--- config.mk ---
export PLATFORM = sky130hd
export DESIGN_NAME = winrd_bridge
export DESIGN_NICKNAME = d
export VERILOG_FILES = /design/src/rtl/winrd_pkg.sv /design/src/rtl/winrd_addr_stage.sv /design/src/rtl/winrd_decode.sv /design/src/rtl/winrd_fetch.sv /design/src/rtl/winrd_bridge.sv
export SDC_FILE = /design/constraint.sdc
export NUM_CORES = 1
export LEC_CHECK = 0
export ABC_AREA = 1
export BUFFER_PORTS_ARGS = -buffer_cell sky130_fd_sc_hd__buf_2
export CAP_MARGIN = 0
export CORE_ASPECT_RATIO = 0.7
export CORE_UTILIZATION = 64
export DETAILED_ROUTE_END_ITERATION = 7
export HOLD_SLACK_MARGIN = 0.12
export PLACE_DENSITY = 0.87
export SLEW_MARGIN = 20
export SYNTH_ARGS = -nofsm -noshare
export SYNTH_HDL_FRONTEND = slang
export SYNTH_HIERARCHICAL = 1
export SYNTH_SLANG_ARGS = --single-unit
--- constraint.sdc ---
create_clock -name clk -period 3.4 [get_ports clk]
set_input_delay 0.68 -clock clk [delete_from_list [all_inputs] [get_ports clk]]
set_output_delay 0.68 -clock clk [all_outputs]
set_load 0.005 [all_outputs]
--- src/rtl/winrd_pkg.sv ---
package winrd_pkg;
   typedef enum logic [1:0] {
      REG_HOLE_LO = 2'd0,
      REG_HOLE_HI = 2'd1,
      REG_ROM     = 2'd2,
      REG_RAM     = 2'd3
   } region_t;

   localparam logic [31:0] FILL_LO = 32'hDEAD_C0DE;
   localparam logic [31:0] FILL_HI = 32'hDEAD_BEEF;
endpackage

--- src/rtl/winrd_addr_stage.sv ---
module winrd_addr_stage #(
   parameter int OFS_W    = 12,
   parameter int ADDR_OFS = 'h47C,
   parameter int LANES    = 4
) (
   input  logic             clk,
   input  logic             rst_n,
   input  logic             wr_en,
   input  logic [OFS_W-1:0] wr_ofs,
   input  logic [7:0]       wr_byte,
   output logic             trig,
   output logic [8*LANES-1:0] trig_addr
);
   logic [LANES-1:0]   hit;
   logic [8*LANES-1:0] stage_q;

   for (genvar k = 0; k < LANES; k++) begin : g_lane
      assign hit[k] = wr_en && (wr_ofs == OFS_W'(ADDR_OFS + k));
   end

   always_ff @(posedge clk) begin
      if (!rst_n) begin
         stage_q <= '0;
      end else begin
         for (int k = 0; k < LANES; k++) begin
            if (hit[k]) stage_q[8*k +: 8] <= wr_byte;
         end
      end
   end

   // lane 0 launches; upper lanes only stage
   assign trig      = hit[0];
   assign trig_addr = {stage_q[8*LANES-1:8], wr_byte};

   a_r2_single_lane: assert property (@(posedge clk) disable iff (!rst_n)
      $onehot0(hit));
endmodule

--- src/rtl/winrd_decode.sv ---
module winrd_decode
   import winrd_pkg::*;
#(
   parameter int MIRROR_W   = 22,
   parameter int ROM_BASE   = 'h0E0000,
   parameter int ROM_BYTES  = 'h014000,
   parameter int RAM_BASE   = 'h100000,
   parameter int RAM_BYTES  = 'h02E000,
   parameter int HOLE_SPLIT = 'h040000,
   parameter int MEM_WORD_W = 16
) (
   input  logic [31:0]           addr,
   output region_t               region,
   output logic [MEM_WORD_W-1:0] word,
   output logic [31:0]           fill
);
   localparam logic [MIRROR_W-1:0] ROM_LO = MIRROR_W'(ROM_BASE);
   localparam logic [MIRROR_W-1:0] ROM_HI = MIRROR_W'(ROM_BASE + ROM_BYTES);
   localparam logic [MIRROR_W-1:0] RAM_LO = MIRROR_W'(RAM_BASE);
   localparam logic [MIRROR_W-1:0] RAM_HI = MIRROR_W'(RAM_BASE + RAM_BYTES);
   localparam logic [MIRROR_W-1:0] SPLIT  = MIRROR_W'(HOLE_SPLIT);

   logic [MIRROR_W-1:0] a, rom_off, ram_off;

   if (MIRROR_W == 32) begin : g_full
      assign a = addr;
   end else begin : g_mirror
      logic unused_hi;
      assign unused_hi = ^addr[31:MIRROR_W];
      assign a = addr[MIRROR_W-1:0];
   end

   always_comb begin
      rom_off = a - ROM_LO;
      ram_off = a - RAM_LO;
      word    = '0;
      if (a >= ROM_LO && a < ROM_HI) begin
         region = REG_ROM;
         word   = MEM_WORD_W'(rom_off >> 2);
      end else if (a >= RAM_LO && a < RAM_HI) begin
         region = REG_RAM;
         word   = MEM_WORD_W'(ram_off >> 2);
      end else if (a < SPLIT) begin
         region = REG_HOLE_LO;
      end else begin
         region = REG_HOLE_HI;
      end
      fill = (region == REG_HOLE_LO) ? FILL_LO : FILL_HI;
   end

   always_comb begin
      if (region == REG_ROM) a_r8_rom_word: assert (32'(word) < ROM_BYTES / 4);
      if (region == REG_RAM) a_r8_ram_word: assert (32'(word) < RAM_BYTES / 4);
   end
endmodule

--- src/rtl/winrd_fetch.sv ---
module winrd_fetch
   import winrd_pkg::*;
#(
   parameter int MEM_WORD_W = 16
) (
   input  logic                  clk,
   input  logic                  rst_n,
   input  logic                  trig,
   input  logic [31:0]           trig_addr,
   input  region_t               region,
   input  logic [MEM_WORD_W-1:0] dec_word,
   input  logic [31:0]           fill,
   input  logic                  mem_ack,
   input  logic [31:0]           mem_rdata,
   output logic [31:0]           cur_addr,
   output logic                  busy,
   output logic                  mem_req,
   output logic                  mem_in_ram,
   output logic [MEM_WORD_W-1:0] mem_word,
   output logic [31:0]           data_q
);
   logic        busy_q, pend_q;
   logic [31:0] cur_q, pend_addr_q;
   logic        is_hole, done;

   assign is_hole = (region == REG_HOLE_LO) || (region == REG_HOLE_HI);
   assign done    = busy_q && (is_hole || mem_ack);

   always_ff @(posedge clk) begin
      if (!rst_n) begin
         busy_q      <= 1'b0;
         pend_q      <= 1'b0;
         cur_q       <= '0;
         pend_addr_q <= '0;
         data_q      <= '0;
      end else begin
         if (done) data_q <= is_hole ? fill : mem_rdata;
         if (!busy_q) begin
            if (trig) begin
               busy_q <= 1'b1;
               cur_q  <= trig_addr;
            end
         end else if (done) begin
            if (pend_q) begin
               cur_q <= pend_addr_q;
               if (trig) pend_addr_q <= trig_addr;
               else      pend_q      <= 1'b0;
            end else if (trig) begin
               cur_q <= trig_addr;
            end else begin
               busy_q <= 1'b0;
            end
         end else if (trig) begin
            pend_q      <= 1'b1;
            pend_addr_q <= trig_addr;
         end
      end
   end

   assign cur_addr   = cur_q;
   assign busy       = busy_q;
   assign mem_req    = busy_q && !is_hole;
   assign mem_in_ram = (region == REG_RAM);
   assign mem_word   = dec_word;

   a_r11_busy_hold: assert property (@(posedge clk) disable iff (!rst_n)
      busy_q && !done |=> busy_q);
   a_r9_data_hold: assert property (@(posedge clk) disable iff (!rst_n)
      busy_q && !done |=> $stable(data_q));
   a_r11_req_stable: assert property (@(posedge clk) disable iff (!rst_n)
      mem_req && !mem_ack |=> mem_req && $stable(mem_word) && $stable(mem_in_ram));
   a_r10_pend_busy: assert property (@(posedge clk) disable iff (!rst_n)
      pend_q |-> busy_q);
   a_r2_idle_stays: assert property (@(posedge clk) disable iff (!rst_n)
      !busy_q && !trig |=> !busy_q);
   a_r4_ack_on_req: assert property (@(posedge clk) disable iff (!rst_n)
      mem_ack |-> mem_req);
endmodule

--- src/rtl/winrd_bridge.sv ---
module winrd_bridge
   import winrd_pkg::*;
#(
   parameter int OFS_W      = 12,
   parameter int ADDR_OFS   = 'h47C,
   parameter int DATA_OFS   = 'h474,
   parameter int MIRROR_W   = 22,
   parameter int ROM_BASE   = 'h0E0000,
   parameter int ROM_BYTES  = 'h014000,
   parameter int RAM_BASE   = 'h100000,
   parameter int RAM_BYTES  = 'h02E000,
   parameter int HOLE_SPLIT = 'h040000,
   parameter int MEM_WORD_W = 16
) (
   input  logic                  clk,
   input  logic                  rst_n,
   input  logic                  reg_wr_en,
   input  logic [OFS_W-1:0]      reg_wr_ofs,
   input  logic [7:0]            reg_wr_byte,
   input  logic [OFS_W-1:0]      reg_rd_ofs,
   output logic [7:0]            reg_rd_byte,
   output logic                  busy,
   output logic                  mem_req,
   output logic                  mem_in_ram,
   output logic [MEM_WORD_W-1:0] mem_word,
   input  logic                  mem_ack,
   input  logic [31:0]           mem_rdata
);
   localparam int LANES     = 4;
   localparam int ROM_WORDS = ROM_BYTES / 4;
   localparam int RAM_WORDS = RAM_BYTES / 4;

   if ((ROM_BYTES % 4) != 0 || (RAM_BYTES % 4) != 0) begin : g_bad_align
      $error("region sizes must be whole words");
   end
   if (ROM_WORDS > (1 << MEM_WORD_W) || RAM_WORDS > (1 << MEM_WORD_W)) begin : g_bad_word
      $error("MEM_WORD_W too narrow for a region");
   end
   if (MIRROR_W < 2 || MIRROR_W > 32) begin : g_bad_mirror
      $error("MIRROR_W out of range");
   end
   if (ROM_BASE + ROM_BYTES > RAM_BASE) begin : g_bad_order
      $error("read-only region must lie below read/write region");
   end

   logic        trig;
   logic [31:0] trig_addr, cur_addr, fill, data_q;
   region_t     region;
   logic [MEM_WORD_W-1:0] dec_word;

   winrd_addr_stage #(.OFS_W(OFS_W), .ADDR_OFS(ADDR_OFS), .LANES(LANES)) u_stage (
      .clk(clk), .rst_n(rst_n), .wr_en(reg_wr_en), .wr_ofs(reg_wr_ofs),
      .wr_byte(reg_wr_byte), .trig(trig), .trig_addr(trig_addr));

   winrd_decode #(
      .MIRROR_W(MIRROR_W), .ROM_BASE(ROM_BASE), .ROM_BYTES(ROM_BYTES),
      .RAM_BASE(RAM_BASE), .RAM_BYTES(RAM_BYTES), .HOLE_SPLIT(HOLE_SPLIT),
      .MEM_WORD_W(MEM_WORD_W)) u_dec (
      .addr(cur_addr), .region(region), .word(dec_word), .fill(fill));

   winrd_fetch #(.MEM_WORD_W(MEM_WORD_W)) u_fetch (
      .clk(clk), .rst_n(rst_n), .trig(trig), .trig_addr(trig_addr),
      .region(region), .dec_word(dec_word), .fill(fill),
      .mem_ack(mem_ack), .mem_rdata(mem_rdata), .cur_addr(cur_addr),
      .busy(busy), .mem_req(mem_req), .mem_in_ram(mem_in_ram),
      .mem_word(mem_word), .data_q(data_q));

   always_comb begin
      reg_rd_byte = '0;
      for (int k = 0; k < LANES; k++) begin
         if (reg_rd_ofs == OFS_W'(DATA_OFS + k)) reg_rd_byte = data_q[8*k +: 8];
      end
   end

   a_r1_no_req_idle: assert property (@(posedge clk) disable iff (!rst_n)
      !busy |-> !mem_req);
endmodule

Yosys cells after proc, flatten, opt, wreduce, memory -nomap -nowiden

Index checks and enable logic that the tools add are counted.

Flip-flop bits (word level): 122
Word-level logic and storage cells: 67
Bits of input ports: 68

Magnitude comparators: 5
Muxes and demuxes: 25
Equality and inequality tests: 12
Reductions and logical operators: 15
$add $sub $neg: 2

Operators with widths:

| kind                   | number |
|---|---|
| $mux 32                | 8 |
| $eq 12x11->1 const B   | 8 |
| $mux 16                | 2 |
| $mux 8                 | 4 |
| $ge 22x20->1 const B   | 1 |
| $ge 22x21->1 const B   | 1 |
| $lt 22x19->1 const B   | 1 |
| $lt 22x20->1 const B   | 1 |
| $lt 22x21->1 const B   | 1 |
| $sub 18x1->18 const B  | 1 |
| $sub 18x18->18 const B | 1 |
| $mux 15                | 1 |
| $logic_and 1x1->1      | 8 |
| $mux 1                 | 8 |
| $mux 2                 | 2 |
| $reduce_and 2->1       | 2 |
| $eq 2x1->1 const B     | 1 |
| $eq 2x2->1 const B     | 1 |
| $logic_not 2->1        | 1 |
| $logic_or 1x1->1       | 2 |
| $ne 2x1->1 const B     | 1 |
| $ne 2x2->1 const B     | 1 |
| $reduce_bool 2->1      | 1 |
| $logic_not 1->1        | 1 |

Logic depth before layout (Yosys ltp)

Gate-level depths: netlist of the first run.

Depth after elaboration: 10
Depth in mapped cells: 13
Gate-level depth less buffers: 11

Cells and area by module

Netlist of the first run, hierarchy kept.

By module, submodules not included:

| module           | cells each | area each (µm²) | seq. area each (µm²) | times used |
|---|---|---|---|---|
| winrd_fetch      | 731        | 4753.3          | 1961.9               | 1 |
| winrd_addr_stage | 177        | 1189.9          | 480.5                | 1 |
| winrd_decode     | 104        | 631.9           | 0.0                  | 1 |
| winrd_bridge     | 91         | 491.7           | 0.0                  | 1 |

Worst setup path after synthesis of the first run

No wires, ideal clock.

Path type: input port to flip-flop
From: input port reg_wr_ofs[11]
To: register u_fetch.pend_addr_q[10]
Required time: 3.289 ns
Slack: 1.109 ns
Data arrival time: 2.180 ns
Buffers on the path: 2
Stages: 10
Cell sequence: inv_1 > nand2_1 > nor2_1 > nand2_1 > nor4_1 > buf_4 > clkbuf_1 > nand3_1 > nand2_1 > nor2_1

Cells in the longest elaborated chain, start to end: 5

Ends and longest elaborated chain:

| element                | RTL line               | source |
|---|---|---|
| start: declaration     | winrd_bridge.sv:18     | `input logic [OFS_W-1:0] reg_wr_ofs,` |
| $eq 12x11->1 *         | winrd_addr_stage.sv:18 | `assign hit[k] = wr_en && (wr_ofs == OFS_W'(ADDR_OFS + k));` |
| $logic_and 1x1->1 *    | winrd_addr_stage.sv:18 |  |
| net trig               | winrd_bridge.sv:46     | `logic trig;` |
| $mux 32 *              | n/a                    |  |
| $mux 32                | n/a                    |  |
| $mux 32 *              | n/a                    |  |
| end signal: assignment | winrd_fetch.sv:46      | `if (trig) pend_addr_q <= trig_addr;` |
| end signal: assignment | winrd_fetch.sv:55      | `pend_addr_q <= trig_addr;` |
| end: declaration       | winrd_fetch.sv:23      | `logic [31:0] cur_q, pend_addr_q;` |

The timed path passes the listed nets; every way through them passes the cells marked *. The select of a mux whose other input is x is not followed.
A chain may end at the register's enable or synchronous reset.

Final worst setup path of the first run

From: register u_fetch.cur_q[17] (netlist: u_fetch/cur_addr[17])
To: output port mem_req

Cells in the longest elaborated chain, start to end: 8

Ends and longest elaborated chain:

| element                                       | RTL line           | source |
|---|---|---|
| start: declaration                            | winrd_fetch.sv:23  |  |
| start signal: assignment                      | winrd_fetch.sv:41  | `cur_q <= trig_addr;` |
| start signal: assignment                      | winrd_fetch.sv:45  | `cur_q <= pend_addr_q;` |
| start signal: assignment                      | winrd_fetch.sv:49  | `cur_q <= trig_addr;` |
| $ge 22x21->1 or $lt 22x21->1 (tied branches)  | winrd_decode.sv:40 | `end else if (a >= RAM_LO && a < RAM_HI) begin` |
| $logic_and 1x1->1                             | winrd_decode.sv:40 |  |
| $mux 2                                        | winrd_decode.sv:40 |  |
| $mux 2 *                                      | winrd_decode.sv:37 | `if (a >= ROM_LO && a < ROM_HI) begin` |
| net region[1]                                 | winrd_bridge.sv:48 | `region_t region;` |
| $eq 2x1->1 or $logic_not 2->1 (tied branches) | winrd_fetch.sv:26  | `assign is_hole = (region == REG_HOLE_LO) \|\| (region == REG_HOLE_HI);` |
| $logic_or 1x1->1 *                            | winrd_fetch.sv:26  |  |
| $logic_not 1->1 *                             | winrd_fetch.sv:62  | `assign mem_req = busy_q && !is_hole;` |
| $logic_and 1x1->1 *                           | winrd_fetch.sv:62  |  |
| end: declaration                              | winrd_bridge.sv:23 | `output logic mem_req,` |

The timed path passes the listed nets; every way through them passes the cells marked *.

==> out/results.env, run 1 <==
CRITPATHLAUNCH='u_fetch/cur_addr[17]'
FIRST_ITER_VIOLATIONS=479
WORST_R2R_STARTPOINT='u_fetch/cur_addr[17]'
POST-DP-HPWL_UM=8751
UTIL_AFTER_LAYOUT_PCT=69.76
CLK_PATH_BUF_DEPTH=2
TRITONCTS='yes'
SYNTH_WARNINGS=6
GRT_START_MAX_NET_PINS=56
CORE_AREA_UM2=8478
CTS_HOLD_BUFFERS=0
SYNTHESIS.INSTANCES=889
CRITICAL_PATH.MAX_FANOUT=31
GRT_ANTENNA_BEFORE_REPAIR=0
STATUS='finished with violations'
CRITICAL_PATH_REQUIRED_NS=2.72
NUMBER_OF_NETS_WITH_ANTENNA_VIOLATIONS_AFTER_ROUTING=0
FINALWIRELENGTH_UM=12640
CTSHTREEMAXLEVEL=3
FLOORPLAN.ROWS=28
DIE_WIDTH_UM=113.7
PATH_CLK_SLEW_NS=0.06
FIRST_GLOBAL_VIAS=4203
SETUP_VIOL_COUNT_FINAL=0
R2R_CELLS=10
POWER.DENSITY_CELL_AREA_nW_PER_UM2=363.6
END_KIND='primary output'
MAX_SLEW.WORST_PIN.SLEW_NS=1.075
CTSROOTBUFFERMASTER='sky130_fd_sc_hd__clkbuf_16'
FIN_TOTAL_PWR_mW=2.151
TOTAL_LEAKAGE_POWER_nW=2.788
ENDPOINT_OF_THE_WORST_REGISTER_TO_REGISTER_PATH='u_fetch/pend_addr_q[11]'
FMAXACHIEVABLE_GHz=0.3611
DETAILROUTE.VIA_COUNT=5214
POST-CTS-SETUP-BUFFER-COUNT=0
TIMING.FINAL.CRIT_SHARE_PCT=81.45
DRT-WIRELENGTH-PER-CELL_UM=12.24
LAYOUT.NETS=976
VIOLATIONS='design-rule violations'
GRT_REMAINING_OVERFLOW=0
HOLD_VIOL_FINAL=0
CTS_BUFFERS=9
GRT_USE_TOTAL_PCT=29.03
DETAIL_ROUTE.FIRST_PASS.ITERATIONS=8
GP_CONGESTION=0.8729
DRC=2
CHIPHEIGHT_UM=80.21
WORSTSKEWPAIRLATENCY_NS=0.34
STDCELL_AREA_UM2=5914
SETUP_SKEW_NS=0.004211
AREA_DELTA_SYNTH_FINAL_PCT=5.773
R2R_SLACK_NS=0.65
CTS-RESIZED-GATES=0
DRV_CAP=0
SETUP.WORST_PATH.CLASS='reg2out'
CP_ARRIVAL_NS=2.09
CTS_SINKS=88
DRIVE_GT1_SHARE_PCT=16.32
REPORT.FINAL.SLEW_VIOL_COUNT=0
NUM_ANTENNA_CELLS=0
SETUP.WORST_PATH.START_CLASS='flop'
TNS_NS=0
NFILLCELLS=794
AVGVIACOUNTPERCELL=5.047
TOP_LEVEL_PORTS=95
FIN_HOLD_WS_NS=0.4674
IR_WORST_VDD_uV=230.5
FP.DIEAREA_UM2=9121
INITIAL_CELL_DENSITY_OF_THE_CORE_PCT=65.95
SYN-MEAN-INSTANCE-AREA_UM2=6.290
DPL-INSTANCE-AREA_UM2=5614
HOLD_PATH.CLASS='reg2reg'
NUMPORTBUFFERS=94
MAX_SLEW_MARGIN_PCT=28.28
SYNTHESIS.AREA_UM2=5592
UNREPAIRED_SETUP_ENDPOINTS_AFTER_GLOBAL_ROUTING='false'
TIMING.CRITICAL_PATH.TO='mem_req'
GRT_PASS1_WL_UM=20750
FINAL_PERIOD_MINUS_WORST_SETUP_SLACK_NS=2.769
worst min path at each step:
stage | from | to | slack (ns) | cells past startpoint
detailed placement | u_fetch/data_q[2] | u_fetch/data_q[2] | 0.46 | 2
finish | u_fetch/data_q[21] | u_fetch/data_q[21] | 0.47 | 2
global route | u_fetch/data_q[29] | u_fetch/data_q[29] | 0.48 | 2
global placement | u_fetch/pend_addr_q[5] | u_fetch/pend_addr_q[5] | 0.45 | 2
CTS | u_fetch/data_q[2] | u_fetch/data_q[2] | 0.47 | 2
floorplan | u_fetch/pend_addr_q[20] | u_fetch/pend_addr_q[20] | 0.44 | 2
per-stage QoR:
stage	instances	setup slack, ns
after floorplan	910	1.189
after detailed placement	1017	0.7530
after global routing	1033	0.3925
after CTS	1033	0.6479
final	1033	0.6306
after global placement	1017	0.7865
per-layer routing:
layer  part of all wire, %  global-route usage, %  up-vias
met3                   8.9                  5.660       12
met5                     0                      0        -
met4                  0.81                  7.105        0
met2                    39                  37.62      209
li1                      -                      -     2765
met1                    52                  46.88     2228
sequential cells by signal (all words and copies together), names as in the netlist:
register / count
u_fetch/pend_addr_q: 20
u_fetch/busy: 1
u_fetch/cur_addr: 20
u_fetch/pend_q: 1
u_stage/stage_q: 14
u_fetch/data_q: 32
cell type report:
type	count	area, µm²	area share [%]
multi-input combinational	611	2815	47.60
sequential	88	1762	29.79
timing repair buffer	101	523.0	8.843
inverter	97	364.1	6.156
clock buffer	12	246.5	4.168
tap	120	150.1	2.539
clock inverter	4	53.80	0.9097
worst max-delay path, stage by stage (launching register included):
cell,delay (ns)
sky130_fd_sc_hd__dfxtp_1,0.45
sky130_fd_sc_hd__nand3_1,0.17
sky130_fd_sc_hd__nor2_4,0.33
sky130_fd_sc_hd__nand2_1,0.12
sky130_fd_sc_hd__nand2_2,0.42
sky130_fd_sc_hd__nand2_1,0.10
sky130_fd_sc_hd__inv_1,0.06
sky130_fd_sc_hd__buf_2,0.10
report_power, final:
group          internal [mW]  switching [mW]  leakage (nW)  total (mW)
combinational         0.0484          0.0738          1.94       0.122
clock                  0.591           0.406         0.139       0.998
sequential              1.03       0.0000543         0.708        1.03
layout by cell type, fill, tap and decap left out:
cell type,instances
sky130_fd_sc_hd__nor2_2,5
sky130_fd_sc_hd__inv_2,5
sky130_fd_sc_hd__dfxtp_1,88
sky130_fd_sc_hd__o2111ai_1,8
sky130_fd_sc_hd__buf_4,7
sky130_fd_sc_hd__conb_1,23
sky130_fd_sc_hd__clkbuf_1,2
sky130_fd_sc_hd__clkinv_4,1
sky130_fd_sc_hd__o21bai_4,1
sky130_fd_sc_hd__nor2_1,80
sky130_fd_sc_hd__or2_4,1
sky130_fd_sc_hd__a21oi_1,54
sky130_fd_sc_hd__nand3_2,4
sky130_fd_sc_hd__nor3_4,3
sky130_fd_sc_hd__nand3_1,109
sky130_fd_sc_hd__nor2_4,3
sky130_fd_sc_hd__nor4_2,1
sky130_fd_sc_hd__nand2_4,1
sky130_fd_sc_hd__inv_1,92
sky130_fd_sc_hd__buf_2,94
sky130_fd_sc_hd__clkbuf_16,9
sky130_fd_sc_hd__o21ai_0,26
sky130_fd_sc_hd__nand2_1,235
sky130_fd_sc_hd__o21ai_1,47
sky130_fd_sc_hd__nor2_8,2
sky130_fd_sc_hd__nand2_2,8
sky130_fd_sc_hd__bufinv_16,1
sky130_fd_sc_hd__clkbuf_8,1
sky130_fd_sc_hd__clkinvlp_4,2
(Power assumes the default switching activity.)
==> run 2, diff against run 1 <==
- CORE_UTILIZATION: 64 -> 59
- PLACE_DENSITY: 0.87 -> 0.81
- clock period: 3.4 -> 2.7 ns (I/O delays scaled with it)
==> run 2 against run 1 <==
  * The run now ends clean
  * Sequential power grew 26%
  * Clock skew is 0.0028 ns higher
  * Largest power group unchanged
  * Critical path depth is the same
  * Non-clock buffer count up 4
  * Sequential cell count is the same
  * Critical endpoint is now mem_in_ram
  * Clock-buffer cell count is the same
  * Combinational power grew 27%
  * Register-to-register slack worse by 0.24 ns
  * Global-route usage down 2.4 points
  * Wire length rose by 1.3%
  * First-iteration DRC count up 3.1%
  * Utilization is 4.5 points lower
==> out/results.env, run 2 (synthesized netlist as in run 1, its figures left out) <==
SETUP.WORST_PATH.START_CLASS='flop'  # unchanged
CTSROOTBUFFERMASTER='sky130_fd_sc_hd__clkbuf_16'  # unchanged
MULTI_INPUT_COMB_AREA_UM2=2815  # unchanged
CRITICAL_PATH_REQUIRED_NS=2.16  # was 2.72 ns
CHIPHEIGHT_UM=83.45  # was 80.21 µm
WORSTPATHBUFFERINVERTERCOUNT=2  # unchanged
HOLD_VIOL_FINAL=0  # unchanged
CTS-RESIZED-GATES=0  # unchanged
SETUP_SKEW_NS=0.007053  # was 0.004211 ns
LAYOUT_COMMON_CELLS='sky130_fd_sc_hd__nand2_1, sky130_fd_sc_hd__nand3_1, sky130_fd_sc_hd__buf_2'  # unchanged
GRT_PASS1_WL_UM=21090  # was 20750 µm
FINALWIRELENGTH_UM=12810  # was 12640 µm
WORSTSKEWPAIRLATENCY_NS=0.34  # about the same
GRT_REMAINING_OVERFLOW=0  # unchanged
LAYOUT.NETS=980  # was 976
CTSHTREEMAXLEVEL=3  # unchanged
CTS_BUFFERS=9  # unchanged
WORST_PATH_MOST_REPEATED_CELL='sky130_fd_sc_hd__nand2_1'  # unchanged
PATH_CLK_SLEW_NS=0.06  # about the same
END_KIND='primary output'  # unchanged
FMAXACHIEVABLE_GHz=0.4117
CRIT_PATH_TOP_DELAY_CELL='sky130_fd_sc_hd__dfxtp_1'  # unchanged
TOTAL_LEAKAGE_POWER_nW=2.813  # was 2.788 nW
REGISTER_WITH_THE_MOST_FLIP_FLOPS='u_fetch/data_q'  # unchanged
REGISTER_AREA_UM2=1762  # unchanged
GRT_START_MAX_NET_PINS=56  # unchanged
STATUS='finished clean'  # was finished with violations
UNREPAIRED_SETUP_ENDPOINTS_AFTER_GLOBAL_ROUTING='false'  # unchanged
MAX_SLEW.WORST_PIN.SLEW_NS=1.055  # was 1.075 ns
NUM_ANTENNA_CELLS=0  # unchanged
TIMING.FINAL.CRIT_SHARE_PCT=89.97
TNS_NS=0  # unchanged
POST-CTS-SETUP-BUFFER-COUNT=0  # unchanged
NUMPORTBUFFERS=94  # unchanged
DRT-WIRELENGTH-PER-CELL_UM=12.30  # was 12.24 µm
AREA_DELTA_SYNTH_FINAL_PCT=6.780  # was 5.773%
FIRST_ITER_VIOLATIONS=494  # was 479
CTS_SINKS=88  # unchanged
UTIL_AFTER_LAYOUT_PCT=65.30  # was 69.76%
SETUP.WORST_PATH.CLASS='reg2out'  # unchanged
FLOORPLAN.ROWS=29  # was 28
CTS_HOLD_BUFFERS=0  # unchanged
GRT_ANTENNA_BEFORE_REPAIR=0  # unchanged
GP_CONGESTION=0.9483  # was 0.8729
AVGVIACOUNTPERCELL=5.045  # was 5.047
CRITICAL_PATH.CELL_CHAIN='nand3_1 -> nor2_4 -> nand2_1 -> nand2_2 -> nand2_1 -> inv_1 -> buf_2'  # unchanged
CLK_PATH_BUF_DEPTH=2  # unchanged
DRIVE_GT1_SHARE_PCT=16.79  # was 16.32%
LARGEST_REGISTER_FFS=32  # unchanged
TOP_LEVEL_PORTS=95  # unchanged
DRC=0  # was 2
CORE_AREA_UM2=9144  # was 8478 µm²
DRV_CAP=0  # unchanged
MOSTFREQUENTLAYOUTCELL='sky130_fd_sc_hd__nand2_1'  # unchanged
POST-DP-HPWL_UM=9057  # was 8751 µm
FIN_HOLD_WS_NS=0.4677  # was 0.4674 ns
HOLD_PATH.CLASS='reg2reg'  # unchanged
FINAL_PERIOD_MINUS_WORST_SETUP_SLACK_NS=2.429
FP.DIEAREA_UM2=9877  # was 9121 µm²
DIE_WIDTH_UM=118.4  # was 113.7 µm
GRT_USE_TOTAL_PCT=26.60  # was 29.03%
TRITONCTS='yes'  # unchanged
REPORT.FINAL.SLEW_VIOL_COUNT=0  # unchanged
CRITICAL_PATH.TOP_DELAY_FAMILY='simple AND/OR/NAND/NOR gates'  # unchanged
NUMBER_OF_NETS_WITH_ANTENNA_VIOLATIONS_AFTER_ROUTING=0  # unchanged
DETAIL_ROUTE.FIRST_PASS.ITERATIONS=6  # was 8
CP_ARRIVAL_NS=1.89  # was 2.09 ns
MAX_SLEW_MARGIN_PCT=29.57  # was 28.28%
DETAILROUTE.VIA_COUNT=5252  # was 5214
NFILLCELLS=898  # was 794
SETUP_VIOL_COUNT_FINAL=0  # unchanged
CPPEAKSTAGEDELAY_NS=0.43  # was 0.45 ns
CRITICAL_PATH.MAX_FANOUT=17  # was 31
FIRST_GLOBAL_VIAS=4301  # was 4203
IR_WORST_VDD_uV=316.1  # was 230.5 µV
POWER.DENSITY_CELL_AREA_nW_PER_UM2=455.0  # was 363.6 nW/µm²
INITIAL_CELL_DENSITY_OF_THE_CORE_PCT=61.15  # was 65.95%
==> run 2: path summary, 6_finish.rpt <==
| path | to | start | slack, ns | cells past startpoint |
|---|---|---|---|---|
| max | mem_in_ram | u_fetch/cur_addr[17] | 0.27 | 7 |
| min | u_fetch/pend_addr_q[12] | u_fetch/pend_addr_q[12] | 0.47 | 2 |
| max reg2reg | u_fetch/pend_addr_q[6] | u_fetch/cur_addr[17] | 0.41 | 10 |
| min reg2reg | u_fetch/pend_addr_q[12] | u_fetch/pend_addr_q[12] | 0.47 | 2 |
==> run 2: cell type report <==
type	count	area share [%]
Inverter	97	6.098
Clock buffer	12	4.296
Clock inverter	4	0.8801
Tap cell	124	2.598
Sequential cell	88	29.51
Timing Repair Buffer	105	9.472
Multi-Input combinational cell	611	47.15
==> run 2: report_power, final <==
| group | leakage (nW) | internal (mW) | switching, mW | total [mW] |
|---|---|---|---|---|
| combinational | 1.96 | 0.0613 | 0.0932 | 0.155 |
| clock | 0.141 | 0.767 | 0.496 | 1.26 |
| sequential | 0.708 | 1.30 | 0.0000733 | 1.30 |
| total | 2.81 | 2.13 | 0.590 | 2.72 |
==> run 2: per-stage QoR <==
step / area (µm²) / cells / power [mW] / setup slack [ns]
after floorplan: 5670 / 910 / 1.445 / 0.6285
after global placement: 5662 / 1025 / 1.478 / 0.3811
after CTS: 5971 / 1041 / 2.731 / 0.2850
after detailed placement: 5662 / 1025 / 1.479 / 0.3466
final: 5971 / 1041 / 2.716 / 0.2709
after global routing: 5971 / 1041 / 2.827 / 0.1045
==> run 2: worst reg2reg max path, stage by stage, from the launching register on <==
cell	delay, ns
sky130_fd_sc_hd__dfxtp_1	0.43
sky130_fd_sc_hd__nand3_1	0.16
sky130_fd_sc_hd__nor2_4	0.33
sky130_fd_sc_hd__nand2_1	0.12
sky130_fd_sc_hd__nand2_2	0.28
sky130_fd_sc_hd__nand3_1	0.18
sky130_fd_sc_hd__nand2_2	0.17
sky130_fd_sc_hd__nand2_2	0.08
sky130_fd_sc_hd__inv_2	0.30
sky130_fd_sc_hd__nor2_1	0.09
sky130_fd_sc_hd__nor2_1	0.10
==> run 2: routing by layer <==
layer	wire, µm	share of wire, %	track usage [%]
met2	4944	39	35.56
met3	1124	8.8	7.377
met1	6653	52	41.93
met5	0	0	0
met4	83	0.65	4.079
